**config.mk**
```make
export PLATFORM = sky130hd
export DESIGN_NAME = cmd_mailbox
export DESIGN_NICKNAME = d
export VERILOG_FILES = /design/src/rtl/mbx_pkg.sv /design/src/rtl/mbx_cmd_decode.sv /design/src/rtl/mbx_arg_buffer.sv /design/src/rtl/mbx_fsm.sv /design/src/rtl/cmd_mailbox.sv
export SDC_FILE = /design/constraint.sdc
export NUM_CORES = 1
export LEC_CHECK = 0
export BUFFER_PORTS_ARGS = -buffer_cell sky130_fd_sc_hd__buf_2
export CAP_MARGIN = 20
export CORE_MARGIN = 4
export CORE_UTILIZATION = 54
export CTS_CLUSTER_DIAMETER = 60
export DETAILED_ROUTE_END_ITERATION = 16
export MAX_ROUTING_LAYER = met4
export PLACE_DENSITY = 0.92
export SLEW_MARGIN = 10
export SYNTH_ARGS = -nofsm -noshare
export SYNTH_HDL_FRONTEND = slang
export SYNTH_SLANG_ARGS = --single-unit
```
**constraint.sdc**
```tcl
create_clock -name clk -period 4.35 [get_ports clk]
set_input_delay 1.0875 -clock clk [delete_from_list [all_inputs] [get_ports clk]]
set_output_delay 1.0875 -clock clk [all_outputs]
set_load 0.1 [all_outputs]
```
**src/rtl/mbx_pkg.sv**
```systemverilog
package mbx_pkg;
    typedef enum logic [0:0] {
        MB_IDLE    = 1'b0,
        MB_COLLECT = 1'b1
    } mb_state_e;

    localparam int          MB_ADDR_W     = 8;
    localparam logic [7:0]  MB_OFF_CMD    = 8'h00;
    localparam logic [7:0]  MB_OFF_DATA   = 8'h04;
    localparam logic [7:0]  MB_OFF_STATUS = 8'h08;

    localparam logic [31:0] MB_ST_OK   = 32'h0000_0000;
    localparam logic [31:0] MB_ST_FAIL = 32'hFFFF_FFFF;
    localparam logic [31:0] MB_ST_NEED = 32'hFFFF_FFFE;
endpackage

```
**src/rtl/mbx_cmd_decode.sv**
```systemverilog
module mbx_cmd_decode #(
    parameter int NUM_CMDS = 10,
    parameter int CMD_W    = 4,
    parameter logic [NUM_CMDS-1:0][7:0] REQ_BYTES = '0
) (
    input  logic [31:0]      wr_value,
    input  logic [CMD_W-1:0] cur_code,
    output logic [CMD_W-1:0] new_code,
    output logic [7:0]       new_req,
    output logic [7:0]       cur_req
);
    function automatic logic [7:0] lookup(input logic [CMD_W-1:0] c);
        logic [7:0] r;
        r = 8'd0;
        for (int k = 0; k < NUM_CMDS; k++) begin
            if (c == CMD_W'(k)) r = REQ_BYTES[k];
        end
        return r;
    endfunction

    logic code_ok;
    assign code_ok  = (wr_value != 32'd0) && (wr_value < 32'(NUM_CMDS));
    assign new_code = code_ok ? wr_value[CMD_W-1:0] : '0;
    assign new_req  = lookup(new_code);
    assign cur_req  = lookup(cur_code);
endmodule

```
**src/rtl/mbx_arg_buffer.sv**
```systemverilog
module mbx_arg_buffer #(
    parameter int MAX_WORDS = 8,
    parameter int CNT_W     = 4
) (
    input  logic                   clk,
    input  logic                   rst_n,
    input  logic                   push,
    input  logic [31:0]            push_data,
    input  logic                   clr_cnt,
    input  logic                   clr_ovf,
    output logic [CNT_W-1:0]       cnt_q,
    output logic [CNT_W-1:0]       cnt_next,
    output logic                   ovf_q,
    output logic [MAX_WORDS*32-1:0] args_view
);
    logic        has_room;
    logic [31:0] words_q [MAX_WORDS];

    assign has_room = (cnt_q < CNT_W'(MAX_WORDS));
    assign cnt_next = (push && has_room) ? cnt_q + CNT_W'(1) : cnt_q;

    generate
        for (genvar i = 0; i < MAX_WORDS; i++) begin : g_word
            always_ff @(posedge clk) begin
                if (!rst_n) begin
                    words_q[i] <= '0;
                end else if (push && has_room && (cnt_q == CNT_W'(i))) begin
                    words_q[i] <= push_data;
                end
            end
            assign args_view[32*i +: 32] =
                (push && (cnt_q == CNT_W'(i))) ? push_data : words_q[i];
        end
    endgenerate

    always_ff @(posedge clk) begin
        if (!rst_n) begin
            cnt_q <= '0;
            ovf_q <= 1'b0;
        end else begin
            cnt_q <= clr_cnt ? '0 : cnt_next;
            if (clr_ovf) begin
                ovf_q <= 1'b0;
            end else if (push && !has_room) begin
                ovf_q <= 1'b1;
            end
        end
    end
endmodule

```
**src/rtl/mbx_fsm.sv**
```systemverilog
module mbx_fsm
    import mbx_pkg::*;
#(
    parameter int CMD_W = 4,
    parameter int CNT_W = 4
) (
    input  logic             clk,
    input  logic             rst_n,
    input  logic             cmd_wr,
    input  logic             data_wr,
    input  logic [CMD_W-1:0] new_code,
    input  logic [7:0]       new_req,
    input  logic [7:0]       cur_req,
    input  logic [CNT_W-1:0] cnt_next,
    input  logic [31:0]      result,
    output mb_state_e        state_q,
    output logic [CMD_W-1:0] cur_code_q,
    output logic [31:0]      status_q,
    output logic             fire,
    output logic [CMD_W-1:0] fire_code
);
    mb_state_e        state_d;
    logic [CMD_W-1:0] code_d;
    logic [31:0]      status_d;
    logic             enough;

    assign enough = (32'({cnt_next, 2'b00}) >= 32'(cur_req));

    always_ff @(posedge clk) begin
        if (!rst_n) begin
            state_q    <= MB_IDLE;
            cur_code_q <= '0;
            status_q   <= MB_ST_OK;
        end else begin
            state_q    <= state_d;
            cur_code_q <= code_d;
            status_q   <= status_d;
        end
    end

    always_comb begin
        state_d   = state_q;
        code_d    = cur_code_q;
        status_d  = status_q;
        fire      = 1'b0;
        fire_code = cur_code_q;
        if (cmd_wr) begin
            if (new_req == 8'd0) begin
                // fire_now
                fire      = 1'b1;
                fire_code = new_code;
                status_d  = (new_code == '0) ? MB_ST_FAIL : result;
                state_d   = MB_IDLE;
                code_d    = '0;
            end else begin
                // arm
                status_d  = MB_ST_NEED;
                state_d   = MB_COLLECT;
                code_d    = new_code;
            end
        end else if (data_wr) begin
            unique case (state_q)
                MB_IDLE: begin
                    // stray
                    fire      = 1'b1;
                    fire_code = '0;
                    status_d  = MB_ST_FAIL;
                end
                MB_COLLECT: begin
                    if (enough) begin
                        // complete
                        fire     = 1'b1;
                        status_d = (cur_code_q == '0) ? MB_ST_FAIL : result;
                        state_d  = MB_IDLE;
                        code_d   = '0;
                    end
                end
                default: state_d = MB_IDLE;
            endcase
        end
    end
endmodule

```
**src/rtl/cmd_mailbox.sv**
```systemverilog
module cmd_mailbox
    import mbx_pkg::*;
#(
    parameter int NUM_CMDS  = 10,
    parameter int MAX_WORDS = 8,
    parameter logic [NUM_CMDS-1:0][7:0] REQ_BYTES =
        {8'd8, 8'd0, 8'd16, 8'd0, 8'd8, 8'd32, 8'd0, 8'd0, 8'd24, 8'd0},
    localparam int CMD_W = (NUM_CMDS > 1) ? $clog2(NUM_CMDS) : 1,
    localparam int CNT_W = $clog2(MAX_WORDS + 1)
) (
    input  logic                    clk,
    input  logic                    rst_n,
    input  logic                    reg_wr,
    input  logic [MB_ADDR_W-1:0]    reg_addr,
    input  logic [31:0]             reg_wdata,
    input  logic [MB_ADDR_W-1:0]    reg_rd_addr,
    output logic [31:0]             reg_rdata,
    output logic                    exec_valid,
    output logic [CMD_W-1:0]        exec_cmd,
    output logic [MAX_WORDS*32-1:0] exec_args,
    input  logic [31:0]             exec_result,
    output logic                    arg_overflow
);
    logic             cmd_wr, data_wr;
    logic [CMD_W-1:0] new_code, cur_code_q;
    logic [7:0]       new_req, cur_req;
    logic [CNT_W-1:0] cnt_q, cnt_next;
    logic [31:0]      status_q;
    mb_state_e        state_q;

    assign cmd_wr  = reg_wr && (reg_addr == MB_OFF_CMD);
    assign data_wr = reg_wr && (reg_addr == MB_OFF_DATA);

    mbx_cmd_decode #(
        .NUM_CMDS (NUM_CMDS),
        .CMD_W    (CMD_W),
        .REQ_BYTES(REQ_BYTES)
    ) u_decode (
        .wr_value(reg_wdata),
        .cur_code(cur_code_q),
        .new_code(new_code),
        .new_req (new_req),
        .cur_req (cur_req)
    );

    mbx_arg_buffer #(
        .MAX_WORDS(MAX_WORDS),
        .CNT_W    (CNT_W)
    ) u_args (
        .clk      (clk),
        .rst_n    (rst_n),
        .push     (data_wr),
        .push_data(reg_wdata),
        .clr_cnt  (cmd_wr || exec_valid),
        .clr_ovf  (cmd_wr),
        .cnt_q    (cnt_q),
        .cnt_next (cnt_next),
        .ovf_q    (arg_overflow),
        .args_view(exec_args)
    );

    mbx_fsm #(
        .CMD_W(CMD_W),
        .CNT_W(CNT_W)
    ) u_fsm (
        .clk       (clk),
        .rst_n     (rst_n),
        .cmd_wr    (cmd_wr),
        .data_wr   (data_wr),
        .new_code  (new_code),
        .new_req   (new_req),
        .cur_req   (cur_req),
        .cnt_next  (cnt_next),
        .result    (exec_result),
        .state_q   (state_q),
        .cur_code_q(cur_code_q),
        .status_q  (status_q),
        .fire      (exec_valid),
        .fire_code (exec_cmd)
    );

    assign reg_rdata = (reg_rd_addr == MB_OFF_STATUS) ? status_q : 32'd0;
endmodule

```
==> flow_metrics.tcl, run 1 <==
set metrics [dict create \
    drc 0 \
    path_cells "buf_2 -> nor4_1 -> buf_4 -> nand3_1 -> buf_4 -> nor3_1 -> a221oi_1 -> o21ai_1 -> buf_12" \
    worstHoldEndpoint "u_fsm.status_q[0]" \
    slew_headroom_pct 43.0 \
    worst_slack_ps 19.9 \
    htree_levels 2 \
    setup_viol 0 \
    synth_edf_count 256 \
    cpMaxStageDelayCell "nor4_1" \
    synth_fa_ha_area_share_pct 0.582 \
    cts_sinks 298 \
    synth_area_leader_cell "edfxtp_1" \
    cp.buffers_inverters 4 \
    maxCapViolations 0 \
    synth_compound_area_share_pct 4.00 \
    synthCells 1131 \
    post-route-period-util_pct 99.5 \
    final_antenna_net_count 0 \
    vias 11500 \
    via_per_inst 6.05 \
    rows 60 \
    antenna_found_initial 0 \
    synthTopCellsByArea "edfxtp_1, mux2_2, and2_1, dfxtp_1, and3_1" \
    pwr_density_cell_mw_per_mm2 343 \
    reg2reg_setup_slack_ps 1450 \
    chipWidth_um 175 \
    grt_max_degree 61 \
    peakVddDrop_v 0.000337 \
    post_synth.cell_area_avg_um2 13.3 \
    r2r_cells 11 \
    die_h_um 175 \
    p_leak_nw 9.03 \
    ys_warn_count 0 \
    min_period_ps 4330 \
    routed_wl_mm 48.7 \
    synth_xor_area_share_pct 0.175 \
    grt_overflow 0 \
    drtPass1Iterations 5 \
    rsz0062_at_grt "true" \
    dieArea_mm2 0.0306 \
    area_growth_syn_to_layout_pct 38.0 \
    synth_common_cells "edfxtp_1, mux2_2, and2_1, and3_1, clkbuf_1" \
    coreArea_mm2 0.0272 \
    nets 1589 \
    synthFlopType "edfxtp_1" \
    crit_path_end_kind "output pin" \
    power_mw 7.13 \
    dp_hpwl_mm 31.9 \
    dr.first_iter.drc_count 1312 \
    syn_nets 1221 \
    tightest_slew_ps 851 \
    antenna_cells 0 \
    cpLargestDelayFamily "buffers and inverters" \
    critPathLaunchType "input port" \
    final_cell_area_mm2 0.0208 \
    hold_violations 0 \
    routedWlPerCell_um 25.7 \
    cpMostUsedCell "buf_4" \
    synth_most_common_cell "edfxtp_1" \
    synth_seq_cells 298 \
    numPortBuffers 376 \
    status "completed" \
    io_pins 377 \
    criticalPathCategory "in -> out" \
    cts_buffers 34 \
    dp_cells 1830 \
    r2r-end "u_fsm.status_q[27]" \
    cts_tree "done" \
    reg2reg_from "u_args.cnt_q[3]" \
    layout-drive-gt1-share_pct 53.3 \
    utilization_pct 76.4 \
    fmax_mhz 231 \
    grt_pass1_wl_mm 73.4 \
    syn_area_mm2 0.0150 \
    cp_max_fo 8 \
    clk_path_buf_depth 3 \
    ys_seq_area_share_pct 56.7 \
    gp_congestion 0.913 \
    synthMuxAreaShare_pct 18.9 \
    place_ws_ps 29.5 \
    clk_pin_slew_ps 60 \
    slew_viol_final 0 \
    synth_top_family_by_area "multiplexers" \
    skew_ps 19.2 \
    ys_types 58 \
    crit_cells 9 \
    dpl_cell_area_mm2 0.0197 \
    hold_class "reg -> reg" \
    critPathRequiredTime_ps 3260 \
    clock-root-buffer "clkbuf_16" \
    synthSimpleGateAreaFrac_pct 15.6 \
    initial_core_util_pct 55.4 \
    fillers 1510 \
    synth.top_cell.area_share_pct 51.1 \
    grt_usage_pct 31.9 \
    final_cells 1895 \
    async_flop_share_pct 0 \
    hold_depth 2 \
    hold_start "u_fsm.status_q[0]" \
    cp.arrival_ps 3240 \
    clk_latency_ps 500 \
    critPathMaxStageDelay_ps 420 \
    grt_pass1_vias 12000 \
]
## cells by family (layout without fill, tap and decap cells)
logic type	after synthesis	count (layout)
AOI/OAI and AO/OA	66	66
muxes	253	253
xor gates and xnor gates	3	3
adders and majority gates	7	7
buffers and inverters	132	524
DFF	298	298
and+or+nand+nor	372	372
## stage by stage
step,setup TNS [ps],hold WS (ps)
floorplan,-2070,459
global placement,0,481
detailed placement,0,501
CTS,0,511
global route,-42.2,534
finish,0,511
## worst max-delay path by stage
| stage | end | from |
|---|---|---|
| global route | exec_valid | reg_addr[5] |
| global placement | exec_cmd[1] | reg_wdata[17] |
| finish | exec_cmd[1] | reg_wdata[5] |
| CTS | exec_valid | reg_addr[1] |
| floorplan | exec_cmd[0] | reg_wdata[20] |
| detailed placement | exec_args[224] | reg_addr[1] |
## cell type report
class,count,area [um2],share of cell area (%)
repair buffers,453,4710,22.7
flip-flops and latches,298,8530,41.1
inverters,11,41.3,0.199
clock inverters,12,65.1,0.313
clock buffers,48,967,4.66
multi-input cells,701,5990,28.9
well taps,372,465,2.24
## routing by layer
metal  vias to the layer above  wire length (um)  track usage, %  share of wire (%)
li1                       4920                 -               -                  -
met1                      5708             17900            38.8                 37
met3                       146              4190            6.45                8.6
met5                         -                 0               -                  0
met2                       685             24700            53.0                 51
met4                         0              1940            11.8                4.0
## state kept, by name, indices dropped and copies added, names as in the netlist
register	count
u_fsm.state_q	1
u_args.ovf_q	1
u_fsm.status_q	32
u_fsm.cur_code_q	4
u_args.words_q	256
u_args.cnt_q	4
## where the power goes
group	internal (mW)	leakage (nW)	switching, mW
Sequential	3.17	2.98	0.0266
Combinational	0.321	5.54	0.917
Clock	1.56	0.505	1.13
## tightest hold or removal path: stages, from the launching register on
cell and delay [ps]:
dfxtp_1 310, o21ai_0 70, o22ai_1 80
## what timing repair did
item                       in CTS  in global routing
setup endpoints to repair       1                  4
hold endpoints to repair        0                  0
cloned                          0                  0
gates resized for setup         1                  2
hold buffers                    0                  0
pin swaps                       0                  2
buffers inserted                0                  5
## placed cells by master, fill, tap and decap left out, drive strengths merged, types with 2 or more instances in the layout
cell | synthesis | layout
a211oi | 2 | 2
a21oi | 4 | 4
a221oi | 3 | 3
a22o | 5 | 5
and2 | 157 | 157
and3 | 130 | 130
buf | 30 | 453
clkbuf | 89 | 48
clkinv | 1 | 10
dfxtp | 42 | 42
edfxtp | 256 | 256
ha | 7 | 7
inv | 10 | 12
mux2 | 252 | 252
nand2 | 19 | 19
nand2b | 3 | 3
nand3 | 8 | 8
nand4 | 6 | 6
nor2 | 13 | 13
nor2b | 4 | 4
nor3 | 11 | 11
nor3b | 2 | 2
nor4 | 11 | 11
nor4b | 2 | 2
o21a | 2 | 2
o21ai | 13 | 13
o221a | 31 | 31
xnor2 | 3 | 3
No activity file was read; power rests on OpenSTA's default activity.
==> run 2: changes to the inputs <==
--- a/config.mk
+++ b/config.mk
@@ -9,9 +9,9 @@
 export CAP_MARGIN = 20
 export CORE_MARGIN = 4
-export CORE_UTILIZATION = 54
+export CORE_UTILIZATION = 58
 export CTS_CLUSTER_DIAMETER = 60
 export DETAILED_ROUTE_END_ITERATION = 16
 export MAX_ROUTING_LAYER = met4
-export PLACE_DENSITY = 0.92
+export PLACE_DENSITY = 0.84
 export SLEW_MARGIN = 10
 export SYNTH_ARGS = -nofsm -noshare
==> constraint.sdc (replaced) <==
create_clock -name clk -period 5.6 [get_ports clk]
set_input_delay 1.4 -clock clk [delete_from_list [all_inputs] [get_ports clk]]
set_output_delay 1.4 -clock clk [all_outputs]
set_load 0.005 [all_outputs]
==> flow_metrics.tcl, run 2 (synthesis gave the netlist of run 1 again) <==
set metrics [dict create \
    setup_viol 0 \
    grt_pass1_vias 10900 \
    top_register "u_args.words_q" \
    numPortBuffers 376 \
    setup.worst_path.end "exec_args[118]" \
    clock-root-buffer "clkbuf_16" \
    grt_overflow 0 \
    dr.first_iter.drc_count 1073 \
    drtPass1Iterations 5 \
    tightest_slew_ps 1040 \
    utilization_pct 71.3 \
    rows 58 \
    clk_latency_ps 560 \
    dieArea_mm2 0.0286 \
    slew_headroom_pct 30.7 \
    status "completed" \
    m1WireLength_mm 17.5 \
    grt_max_degree 90 \
    final_cell_area_mm2 0.0181 \
    criticalPathCategory "in -> out" \
    reg_top3 "u_args.words_q: 256 flops, u_fsm.status_q: 32 flops" \
    cp_max_fo 20 \
    grt_usage_pct 29.9 \
    min_period_ps 5130 \
    io_pins 377 \
    met3_length_mm 3.50 \
    reg2reg_from "u_args.cnt_q[0]" \
    cts_tree "done" \
    die_h_um 169 \
    nets 1530 \
    area_growth_syn_to_layout_pct 20.0 \
    hold_depth 2 \
    r2r_cells 5 \
    grt_pass1_wl_mm 65.0 \
    slew_viol_final 0 \
    dp_hpwl_mm 26.9 \
    hold_class "reg -> reg" \
    routedWlPerCell_um 23.8 \
    coreArea_mm2 0.0253 \
    fillers 1776 \
    gp_congestion 0.840 \
    largest_reg_flops 256 \
    layout_commonest_cell "buf_2" \
    clk_pin_slew_ps 60 \
    skew_ps 23.4 \
    drc 0 \
    cts_resized 0 \
    pwr_density_cell_mw_per_mm2 272 \
    maxCapViolations 0 \
    setup_tns_ps 0 \
    critPathLaunchType "input port" \
    chipWidth_um 169 \
    antenna_cells 0 \
    routed_wl_mm 42.8 \
    final_antenna_net_count 0 \
    hold_start "u_fsm.status_q[0]" \
    hold_violations 0 \
    hold_ws_ps 518 \
    cts_buffers 31 \
    cts_sinks 298 \
    peakVddDrop_v 0.000216 \
    crit_start "reg_addr[1]" \
    cts_setup_buffers 0 \
    dr.max_layer_used "met4" \
    crit_path_end_kind "output pin" \
    via_per_inst 5.98 \
    critPathRequiredTime_ps 4200 \
    cp.arrival_ps 3730 \
    final_cells 1795 \
    htree_levels 1 \
    p_leak_nw 8.11 \
    r2r-end "u_args.words_q[1][38]" \
    place_ws_ps 477 \
    dpl_cell_area_mm2 0.0170 \
    rsz0062_at_grt "false" \
    vias 10700 \
    layout_common_cells "buf_2, edfxtp_1, mux2_2" \
    post-route-period-util_pct 91.7 \
    met2_length_mm 20.4 \
    ctsHoldBuffers 0 \
    power_mw 4.92 \
    reg2reg_setup_slack_ps 2620 \
    worst_slack_ps 466 \
    fmax_mhz 195 \
    layout-drive-gt1-share_pct 51.4 \
    antenna_found_initial 1 \
    clk_path_buf_depth 3 \
    initial_core_util_pct 59.4 \
    dp_cells 1737 \
]
[run 2: worst min path at each step]
stage | endpoint | slack, ps
floorplan | u_fsm.status_q[0] | 460
global placement | u_fsm.status_q[0] | 500
detailed placement | u_fsm.status_q[0] | 510
CTS | u_fsm.status_q[0] | 520
global route | u_fsm.status_q[21] | 550
finish | u_fsm.status_q[0] | 520
[run 2: report_power, final]
part / total, mW / switching, mW / internal, mW
clock network: 2.11 / 0.854 / 1.26
registers: 2.48 / 0.0178 / 2.47
logic: 0.322 / 0.204 / 0.118
[run 2: worst max-delay path, cell delays in order]
cell	delay, ps
buf_2	110
nor4_4	310
nand2_1	380
nor2_1	290
and3_2	390
buf_4	310
mux2_2	390
buf_2	130
[run 2: final cells by class]
cell class	count	area, um2	share of cell area, %
clock buffer	40	895	4.96
timing repair buffer	397	2070	11.4
sequential	298	8530	47.2
inverter	11	41.3	0.229
multi-input combinational	701	5950	33.0
tap	330	413	2.29
clock inverter	18	159	0.880
[run 2: metal layers]
| layer | up-vias | track usage [%] |
|---|---|---|
| li1 | 4807 | - |
| met1 | 5330 | 39.9 |
| met2 | 511 | 47.3 |
| met3 | 89 | 5.82 |
| met4 | 0 | 8.40 |
| met5 | - | - |
==> run 3: changes to the inputs <==
CELL_PAD_IN_SITES_DETAIL_PLACEMENT = 1   (was not set)
CELL_PAD_IN_SITES_GLOBAL_PLACEMENT = 1   (was not set)
CORE_UTILIZATION = 40   (was 58)
PLACE_DENSITY = 0.74   (was 0.84)
==> flow_metrics.tcl, run 3 (synthesis gave the netlist of run 1 again) <==
set metrics [dict create \
    vias 10600 \
    cpMostUsedCell "buf_2" \
    slew_viol_final 0 \
    reg_top3 "u_args.words_q: 256 flops, u_fsm.status_q: 32 flops" \
    post-route-period-util_pct 94.0 \
    grt_pass1_wl_mm 73.1 \
    initial_core_util_pct 40.8 \
    p_leak_nw 8.16 \
    worst_slack_ps 338 \
    peakVddDrop_v 0.000156 \
    cp.buffers_inverters 3 \
    cts_sinks 298 \
    maxCapViolations 0 \
    largest_reg_flops 256 \
    status "completed" \
    cts_resized 0 \
    hold_violations 0 \
    dieArea_mm2 0.0408 \
    grt_overflow 0 \
    layout-drive-gt1-share_pct 51.5 \
    setup_tns_ps 0 \
    dr.first_iter.drc_count 629 \
    slew_headroom_pct 31.1 \
    final_antenna_net_count 0 \
    grt_max_degree 72 \
    critPathMaxStageDelay_ps 450 \
    dp_hpwl_mm 31.1 \
    cp_max_fo 41 \
    tightest_slew_ps 1030 \
    cts_setup_buffers 0 \
    chipWidth_um 202 \
    hold_class "reg -> reg" \
    critPathRequiredTime_ps 4200 \
    nets 1538 \
    hold_ws_ps 509 \
    fillers 3865 \
    routedWlPerCell_um 24.9 \
    cpLargestDelayFamily "simple AND/OR/NAND/NOR gates" \
    io_pins 377 \
    clk_path_buf_depth 3 \
    place_ws_ps 388 \
    routed_wl_mm 49.2 \
    cts_tree "done" \
    layout_common_cells "buf_2, edfxtp_1, mux2_2" \
    area_growth_syn_to_layout_pct 22.4 \
    drc 0 \
    utilization_pct 49.9 \
    top_register "u_args.words_q" \
    cp.arrival_ps 3860 \
    min_period_ps 5260 \
    criticalPathCategory "in -> out" \
    clk_pin_slew_ps 60 \
    via_per_inst 5.39 \
    ctsHoldBuffers 0 \
    clock-root-buffer "clkbuf_16" \
    drtPass1Iterations 5 \
    critPathLaunchType "input port" \
    grt_usage_pct 23.8 \
    htree_levels 2 \
    cts_buffers 37 \
    coreArea_mm2 0.0369 \
    die_h_um 202 \
    crit_path_end_kind "output pin" \
    skew_ps 11.1 \
    setup_viol 0 \
    cpMaxStageDelayCell "buf_4" \
    power_mw 5.07 \
    layout_commonest_cell "buf_2" \
    gp_congestion 0.808 \
    clk_latency_ps 520 \
    antenna_found_initial 0 \
    pwr_density_cell_mw_per_mm2 275 \
    rows 70 \
    fmax_mhz 190 \
    rsz0062_at_grt "false" \
    numPortBuffers 376 \
    grt_pass1_vias 11300 \
    path_cells "buf_2 -> nor4_4 -> nand2_1 -> nor2_1 -> and4_2 -> buf_4 -> mux2_2 -> buf_2" \
]
[run 3: changes by cell type in the layout (fill, tap and decap cells not counted), sizes merged]
cell	delta
clkinv	-2
clkbuf	+3
buf	+2
diode	+1
bufinv	-1
[run 3: routing by layer]
metal / wire length (um) / global-route usage, % / vias up
li1: - / - / 4816
met4: 1280 / 6.27 / 0
met5: 0 / - / -
met1: 20700 / 30.2 / 5371
met3: 3240 / 4.97 / 80
met2: 24000 / 39.3 / 355
[run 3: tightest hold or removal path: cells and delay by family (launching register included)]
kind / cells / cell delay, ps
DFF: 1 / 310
AOI/OAI and AO/OA: 2 / 150
[run 3: final cells by class]
| cell class | count | area [um2] | share of cell area (%) |
|---|---|---|---|
| Clock inverter | 15 | 153 | 0.829 |
| Sequential cell | 298 | 8530 | 46.3 |
| Timing Repair Buffer | 399 | 2130 | 11.6 |
| Clock buffer | 43 | 958 | 5.20 |
| Inverter | 11 | 41.3 | 0.224 |
| Antenna cell | 1 | 2.50 | 0.0136 |
| Tap cell | 504 | 631 | 3.42 |
| Multi-Input combinational cell | 701 | 5970 | 32.4 |
[run 3: final timing paths]
check,start,end,slack (ps),cells after the start
min,u_fsm.status_q[0],u_fsm.status_q[0],510,2
min reg2reg,u_fsm.status_q[0],u_fsm.status_q[0],510,2
max reg2reg,u_args.cnt_q[0],u_args.words_q[1][57],2720,6
max,reg_addr[1],exec_args[242],340,8
[run 3: power by group]
group / switching (mW) / total (mW) / internal [mW]
combinational: 0.213 / 0.340 / 0.127
sequential: 0.0178 / 2.48 / 2.47
clock: 0.929 / 2.24 / 1.31
total: 1.16 / 5.07 / 3.91
[run 3: metrics by stage]
stage               std cells  instance area (um2)
floorplan                1131                15000
global placement         1908                17200
detailed placement       1909                17200
CTS                      1967                18300
global route             1971                18400
finish                   1972                18400
